**src/rtl/utlb_pkg.sv**
```systemverilog
package utlb_pkg;
  localparam int unsigned PAGE_W      = 12;
  localparam int unsigned ENTRIES     = 2;
  localparam int unsigned STALL_W     = 2;
  localparam logic [STALL_W-1:0] STALL_SHORT = 2'd1;
  localparam logic [STALL_W-1:0] STALL_LONG  = 2'd2;
endpackage

```
**src/rtl/utlb_tags.sv**
```systemverilog
module utlb_tags
  import utlb_pkg::*;
#(
  parameter int unsigned VPN_W  = 20,
  parameter int unsigned PPN_W  = 20,
  parameter int unsigned ASID_W = 8
) (
  input  logic                 clk,
  input  logic                 rst,
  input  logic                 flush_i,
  input  logic [VPN_W-1:0]     look_vpn_i,
  input  logic [ASID_W-1:0]    look_asid_i,
  input  logic                 wr_en_i,
  input  logic                 wr_idx_i,
  input  logic [VPN_W-1:0]     wr_vpn_i,
  input  logic [ASID_W-1:0]    wr_asid_i,
  input  logic                 wr_glob_i,
  input  logic [PPN_W-1:0]     wr_ppn_i,
  output logic [ENTRIES-1:0]   match_o,
  output logic [PPN_W-1:0]     match_ppn_o
);
  logic [ENTRIES*PPN_W-1:0] ppn_flat;

  for (genvar e = 0; e < ENTRIES; e++) begin : g_ent
    logic              vld_q;
    logic              glob_q;
    logic [VPN_W-1:0]  vpn_q;
    logic [ASID_W-1:0] asid_q;
    logic [PPN_W-1:0]  ppn_q;
    logic              sel;

    assign sel = wr_en_i && (wr_idx_i == e[0]);

    always_ff @(posedge clk) begin
      if (rst || flush_i) begin
        vld_q <= 1'b0;
      end else if (sel) begin
        vld_q <= 1'b1;
      end
    end

    always_ff @(posedge clk) begin
      if (sel) begin
        vpn_q  <= wr_vpn_i;
        asid_q <= wr_asid_i;
        glob_q <= wr_glob_i;
        ppn_q  <= wr_ppn_i;
      end
    end

    assign match_o[e] = vld_q && (vpn_q == look_vpn_i) &&
                        (glob_q || (asid_q == look_asid_i));
    assign ppn_flat[e*PPN_W +: PPN_W] = ppn_q;
  end

  // lowest index wins when several entries match
  always_comb begin
    match_ppn_o = ppn_flat[(ENTRIES-1)*PPN_W +: PPN_W];
    for (int i = ENTRIES - 2; i >= 0; i--) begin
      if (match_o[i]) match_ppn_o = ppn_flat[i*PPN_W +: PPN_W];
    end
  end
endmodule

```
**src/rtl/utlb_ctrl.sv**
```systemverilog
module utlb_ctrl
  import utlb_pkg::*;
#(
  parameter int unsigned VPN_W  = 20,
  parameter int unsigned PPN_W  = 20,
  parameter int unsigned ASID_W = 8
) (
  input  logic                 clk,
  input  logic                 rst,
  input  logic                 flush_i,
  input  logic                 req_valid_i,
  input  logic [VPN_W-1:0]     req_vpn_i,
  input  logic [PAGE_W-1:0]    req_off_i,
  input  logic [ASID_W-1:0]    req_asid_i,
  input  logic                 req_short_i,
  input  logic [ENTRIES-1:0]   match_i,
  input  logic [PPN_W-1:0]     match_ppn_i,
  input  logic                 walk_ack_i,
  input  logic [PPN_W-1:0]     walk_ppn_i,
  input  logic                 walk_global_i,
  output logic                 rdy_o,
  output logic                 walk_req_o,
  output logic [VPN_W-1:0]     walk_vpn_o,
  output logic [ASID_W-1:0]    walk_asid_o,
  output logic                 wr_en_o,
  output logic                 wr_idx_o,
  output logic [VPN_W-1:0]     wr_vpn_o,
  output logic [ASID_W-1:0]    wr_asid_o,
  output logic                 wr_glob_o,
  output logic [PPN_W-1:0]     wr_ppn_o,
  output logic                 resp_valid_o,
  output logic                 resp_hit_o,
  output logic [PPN_W+PAGE_W-1:0] resp_paddr_o,
  output logic [STALL_W-1:0]   resp_stall_o
);
  logic              busy_q, lru_q, short_q;
  logic [VPN_W-1:0]  pvpn_q;
  logic [ASID_W-1:0] pasid_q;
  logic [PAGE_W-1:0] poff_q;
  logic              accept, hit, done;

  assign accept = req_valid_i && !busy_q;
  assign hit    = (|match_i) && !flush_i;
  assign done   = busy_q && walk_ack_i;

  always_ff @(posedge clk) begin
    if (rst) begin
      busy_q       <= 1'b0;
      lru_q        <= 1'b0;
      short_q      <= 1'b0;
      pvpn_q       <= '0;
      pasid_q      <= '0;
      poff_q       <= '0;
      resp_valid_o <= 1'b0;
      resp_hit_o   <= 1'b0;
      resp_paddr_o <= '0;
      resp_stall_o <= '0;
    end else begin
      resp_valid_o <= 1'b0;
      resp_hit_o   <= 1'b0;
      if (accept && hit) begin
        resp_valid_o <= 1'b1;
        resp_hit_o   <= 1'b1;
        resp_paddr_o <= {match_ppn_i, req_off_i};
        resp_stall_o <= '0;
        lru_q        <= match_i[0];
      end else if (accept) begin
        busy_q  <= 1'b1;
        pvpn_q  <= req_vpn_i;
        pasid_q <= req_asid_i;
        poff_q  <= req_off_i;
        short_q <= req_short_i;
      end else if (done) begin
        busy_q       <= 1'b0;
        resp_valid_o <= 1'b1;
        resp_paddr_o <= {walk_ppn_i, poff_q};
        resp_stall_o <= short_q ? STALL_SHORT : STALL_LONG;
        lru_q        <= ~lru_q;
      end
    end
  end

  assign rdy_o       = !busy_q;
  assign walk_req_o  = busy_q;
  assign walk_vpn_o  = pvpn_q;
  assign walk_asid_o = pasid_q;
  assign wr_en_o     = done;
  assign wr_idx_o    = lru_q;
  assign wr_vpn_o    = pvpn_q;
  assign wr_asid_o   = pasid_q;
  assign wr_glob_o   = walk_global_i;
  assign wr_ppn_o    = walk_ppn_i;
endmodule

```
**src/rtl/fetch_utlb.sv**
```systemverilog
module fetch_utlb
  import utlb_pkg::*;
#(
  parameter int unsigned VA_W   = 32,
  parameter int unsigned PA_W   = 32,
  parameter int unsigned ASID_W = 8
) (
  input  logic                 clk,
  input  logic                 rst,
  input  logic                 flush_i,
  input  logic                 req_valid_i,
  input  logic [VA_W-1:0]      req_vaddr_i,
  input  logic [ASID_W-1:0]    req_asid_i,
  input  logic                 req_short_i,
  output logic                 rdy_o,
  output logic                 resp_valid_o,
  output logic                 resp_hit_o,
  output logic [PA_W-1:0]      resp_paddr_o,
  output logic [STALL_W-1:0]   resp_stall_o,
  output logic                 walk_req_o,
  output logic [VA_W-13:0]     walk_vpn_o,
  output logic [ASID_W-1:0]    walk_asid_o,
  input  logic                 walk_ack_i,
  input  logic [PA_W-13:0]     walk_ppn_i,
  input  logic                 walk_global_i
);
  localparam int unsigned VPN_W = VA_W - PAGE_W;
  localparam int unsigned PPN_W = PA_W - PAGE_W;

  logic [ENTRIES-1:0] match;
  logic [PPN_W-1:0]   match_ppn;
  logic               wr_en, wr_idx, wr_glob;
  logic [VPN_W-1:0]   wr_vpn;
  logic [ASID_W-1:0]  wr_asid;
  logic [PPN_W-1:0]   wr_ppn;

  utlb_tags #(.VPN_W(VPN_W), .PPN_W(PPN_W), .ASID_W(ASID_W)) tags_i (
    .clk         (clk),
    .rst         (rst),
    .flush_i     (flush_i),
    .look_vpn_i  (req_vaddr_i[VA_W-1:PAGE_W]),
    .look_asid_i (req_asid_i),
    .wr_en_i     (wr_en),
    .wr_idx_i    (wr_idx),
    .wr_vpn_i    (wr_vpn),
    .wr_asid_i   (wr_asid),
    .wr_glob_i   (wr_glob),
    .wr_ppn_i    (wr_ppn),
    .match_o     (match),
    .match_ppn_o (match_ppn)
  );

  utlb_ctrl #(.VPN_W(VPN_W), .PPN_W(PPN_W), .ASID_W(ASID_W)) ctrl_i (
    .clk           (clk),
    .rst           (rst),
    .flush_i       (flush_i),
    .req_valid_i   (req_valid_i),
    .req_vpn_i     (req_vaddr_i[VA_W-1:PAGE_W]),
    .req_off_i     (req_vaddr_i[PAGE_W-1:0]),
    .req_asid_i    (req_asid_i),
    .req_short_i   (req_short_i),
    .match_i       (match),
    .match_ppn_i   (match_ppn),
    .walk_ack_i    (walk_ack_i),
    .walk_ppn_i    (walk_ppn_i),
    .walk_global_i (walk_global_i),
    .rdy_o         (rdy_o),
    .walk_req_o    (walk_req_o),
    .walk_vpn_o    (walk_vpn_o),
    .walk_asid_o   (walk_asid_o),
    .wr_en_o       (wr_en),
    .wr_idx_o      (wr_idx),
    .wr_vpn_o      (wr_vpn),
    .wr_asid_o     (wr_asid),
    .wr_glob_o     (wr_glob),
    .wr_ppn_o      (wr_ppn),
    .resp_valid_o  (resp_valid_o),
    .resp_hit_o    (resp_hit_o),
    .resp_paddr_o  (resp_paddr_o),
    .resp_stall_o  (resp_stall_o)
  );
endmodule

```
**config.mk**
```make
export PLATFORM = sky130hd
export DESIGN_NAME = fetch_utlb
export DESIGN_NICKNAME = d
export VERILOG_FILES = /design/src/rtl/utlb_pkg.sv /design/src/rtl/utlb_tags.sv /design/src/rtl/utlb_ctrl.sv /design/src/rtl/fetch_utlb.sv
export SDC_FILE = /design/constraint.sdc
export NUM_CORES = 1
export LEC_CHECK = 0
export ABC_AREA = 1
export BUFFER_PORTS_ARGS = -buffer_cell sky130_fd_sc_hd__buf_2
export CAP_MARGIN = 0
export CORE_MARGIN = 4
export CORE_UTILIZATION = 60
export CTS_CLUSTER_DIAMETER = 80
export DETAILED_ROUTE_END_ITERATION = 7
export GPL_TIMING_DRIVEN = 0
export PLACE_DENSITY = 0.84
export SKIP_LAST_GASP = 1
export SYNTH_ARGS = -nofsm -noshare
export SYNTH_HDL_FRONTEND = slang
export SYNTH_SLANG_ARGS = --single-unit
```
**constraint.sdc**
```tcl
create_clock -name clk -period 5.35 [get_ports clk]
set_input_delay 0.8025 -clock clk [delete_from_list [all_inputs] [get_ports clk]]
set_output_delay 0.8025 -clock clk [all_outputs]
set_load 0.02 [all_outputs]
```
==> results.cfg <==
[status]
status = complete, no violations

[worst_setup_path]
cp_max_fo = 10
r2r_cells = 4
critPathKind = primary input to register
cp_slowest_cell = clkbuf_1
rrSetupSlack_ps = 3020
cp_num_cells = 12
crit_start = req_asid_i[2]
critPathLaunchType = primary input
reg2reg_from = ctrl_i.walk_req_o
critPathCaptureType = register
max_stage_delay_ps = 310
crit_top_cell = nand2_1
cp-endpoint = ctrl_i.resp_paddr_o[22]
path_cells = buf_2 > xnor2_1 > nand2_1 > nor2_1 > nand2_1 > nand2_1 > nand3_2 > nand2_2 > nand3_2 > clkbuf_1 > o21ai_1 > a21oi_1
path_buf_inv = 2
r2r-end = tags_i.g_ent[0].asid_q[2]
cp_data_arrival_time_ps = 2650
required_ps = 5640
cp_top_family = simple AND/OR/NAND/NOR gates

[floorplan]
start_util_pct = 61.82
die_area_um2 = 14330
die_w_um = 119.7
core_area_um2 = 12110
ios = 133
placementRows = 40
die_y_um = 119.7

[placed_design]
pre_cts_slack_ps = 2610
portBuffers = 132
routabilityCongestion = 0.8584
dpl.hpwl_um = 12760

[timing]
worst_pin_slew_ps = 887.5
setup_tns_ps = 0
period_share_pct = 44.10
max_freq_mhz = 423.9
fin_ws_ps = 2991
slew_viol_final = 0
setup_viol = 0
slew_headroom_pct = 40.69
finalHoldViolCount = 0
fin_crit_ps = 2359
skew_ps = 6.173
grt_setup_unrepaired = false

[cells_and_area]
final_cell_mix = 209 x nand2_1, 143 x buf_2, 98 x edfxtp_1
layout-drive-gt1-share_pct = 19.00
mostFrequentLayoutCell = nand2_1
fin_nets = 1054
post-route-util_pct = 74.16
synthToLayoutAreaGrowth_pct = 19.97
fill_cells = 907

[power]
ir_worst_vdd_mv = 0.3069
finalPower_uw = 2985
p_per_area_nw_per_um2 = 332.3
p_leak_uw = 0.003983

[route]
detail_route.wl_per_cell_um = 15.79
drt_iter0_markers = 551
firstDrtPassIters = 5
num_vias = 6229
routed_via_density = 5.328
wirelength_um = 18460
drc = 0
postRouteAntennaNets = 0

[global_route]
track_usage_pct = 26.61
grt_pass1_vias = 6140
antenna_found_initial = 0
grt_remaining_overflow = 0
grt_pass1_wl_um = 29850
grt_max_degree = 27

[clocking]
cts_tree = done
cts_setup_buffers = 0
numCtsBuffers = 17
clock_latency_ps = 430
htreeDepth = 4
cts_buffer_depth = 2
clk_pin_slew_ps = 60
postCtsResizedCells = 0
root_buffer = clkbuf_16
hold_buffers = 0
clock_sinks = 179

[logic_synthesis]
synth_area_per_cell_um2 = 8.977
synthesis.area_um2 = 7487
syn-num-nets = 901
synth_warnings = 0
netlist_instances = 834
ys_seq_area_share_pct = 60.96
ys_types = 23
synth_seq_cells = 179

[worst_hold_path]
hp-class = register to register

[job]
drv_cap = 0
worst min path at each step:
| stage | cells after the start | to | from | slack (ps) |
|---|---|---|---|---|
| floorplan | 2 | ctrl_i.poff_q[0] | ctrl_i.poff_q[0] | 430 |
| global placement | 2 | ctrl_i.poff_q[11] | ctrl_i.poff_q[11] | 440 |
| detailed placement | 2 | ctrl_i.poff_q[6] | ctrl_i.poff_q[6] | 450 |
| CTS | 2 | ctrl_i.poff_q[6] | ctrl_i.poff_q[6] | 460 |
| global route | 2 | ctrl_i.poff_q[3] | ctrl_i.poff_q[3] | 460 |
| finish | 2 | ctrl_i.poff_q[2] | ctrl_i.poff_q[2] | 450 |
per-layer routing:
layer / vias to the layer above / GRT usage (%) / share of wire (%) / wire [um]
met3: 34 / 5.891 / 8.0 / 1479
met1: 2890 / 33.65 / 40 / 7377
met2: 276 / 44.63 / 50 / 9140
li1: 3029 / - / - / -
met5: - / 0 / 0 / 0
met4: 0 / 10.74 / 2.5 / 466
final cells by class:
type,count,area (um2),share of cell area [%]
Inverter,88,330.3,3.677
Timing Repair Buffer,134,700.7,7.801
Buffer,41,205.2,2.284
Multi-Input combinational cell,526,2402,26.74
Clock buffer,26,489.2,5.446
Tap cell,168,210.2,2.340
Clock inverter,6,77.57,0.8636
Antenna cell,1,2.502,0.02786
Sequential cell,179,4564,50.81
worst reg2reg max path, delay by kind of cell, from the launching register on:
| family | cells | cell delay, ps |
|---|---|---|
| AND/OR/NAND/NOR | 2 | 990 |
| buffers and inverters | 2 | 590 |
| flip-flops | 1 | 420 |
cells by family (layout without fill, tap and decap cells):
group / Yosys count / after routing / share of synthesized area (%)
simple gates: 377 / 377 / 20.81
flops: 179 / 179 / 60.96
buf+inv: 129 / 295 / 7.152
compound gates: 127 / 127 / 8.506
xor+xnor: 22 / 22 / 2.574
other cells: 0 / 1 / 0
metrics by stage:
| step | cell area (um2) | hold slack (ps) | cells |
|---|---|---|---|
| floorplan | 7487 | 429.4 | 834 |
| global placement | 8358 | 441.6 | 1134 |
| detailed placement | 8413 | 447.2 | 1136 |
| CTS | 8980 | 456.6 | 1168 |
| global route | 8980 | 463.7 | 1168 |
| finish | 8982 | 452.4 | 1169 |
cell usage after synthesis:
| library cell | n | share of area [%] |
|---|---|---|
| xnor2_1 | 14 | 1.6 |
| o21ai_1 | 31 | 2.1 |
| buf_2 | 11 | 0.74 |
| nand2_4 | 2 | 0.30 |
| nand2_1 | 209 | 10 |
| nor2_1 | 74 | 3.7 |
| buf_6 | 4 | 0.60 |
| buf_1 | 3 | 0.15 |
| buf_4 | 2 | 0.20 |
| nand2_2 | 1 | 0.084 |
| edfxtp_1 | 98 | 39 |
| o21ai_0 | 17 | 1.1 |
| nand3_2 | 2 | 0.27 |
| o22ai_1 | 1 | 0.084 |
| xor2_1 | 8 | 0.94 |
| inv_2 | 7 | 0.35 |
| nand3_1 | 88 | 5.9 |
| dfxtp_1 | 81 | 22 |
| clkinv_1 | 3 | 0.15 |
| nor2_2 | 1 | 0.084 |
| a21oi_1 | 78 | 5.2 |
| clkbuf_1 | 21 | 1.1 |
| inv_1 | 78 | 3.9 |
flip-flops by register name, summed over array words and instances, names as in the netlist:
name                 flops
tags_i.g_ent.vpn_q      40
tags_i.g_ent.asid_q     16
ctrl_i.wr_idx_o          1
ctrl_i.resp_hit_o        1
ctrl_i.resp_paddr_o     32
tags_i.g_ent.vld_q       2
ctrl_i.walk_vpn_o       20
ctrl_i.resp_valid_o      1
ctrl_i.walk_asid_o       8
tags_i.g_ent.glob_q      2
ctrl_i.walk_req_o        1
ctrl_i.resp_stall_o      2
ctrl_i.short_q           1
ctrl_i.poff_q           12
tags_i.g_ent.ppn_q      40
power by group:
group	total, uW	internal [uW]	switching (uW)
Sequential	1530	1500	28.1
Clock	1200	720	479
Combinational	255	86.3	168
Power figures use the tool's default switching activity.
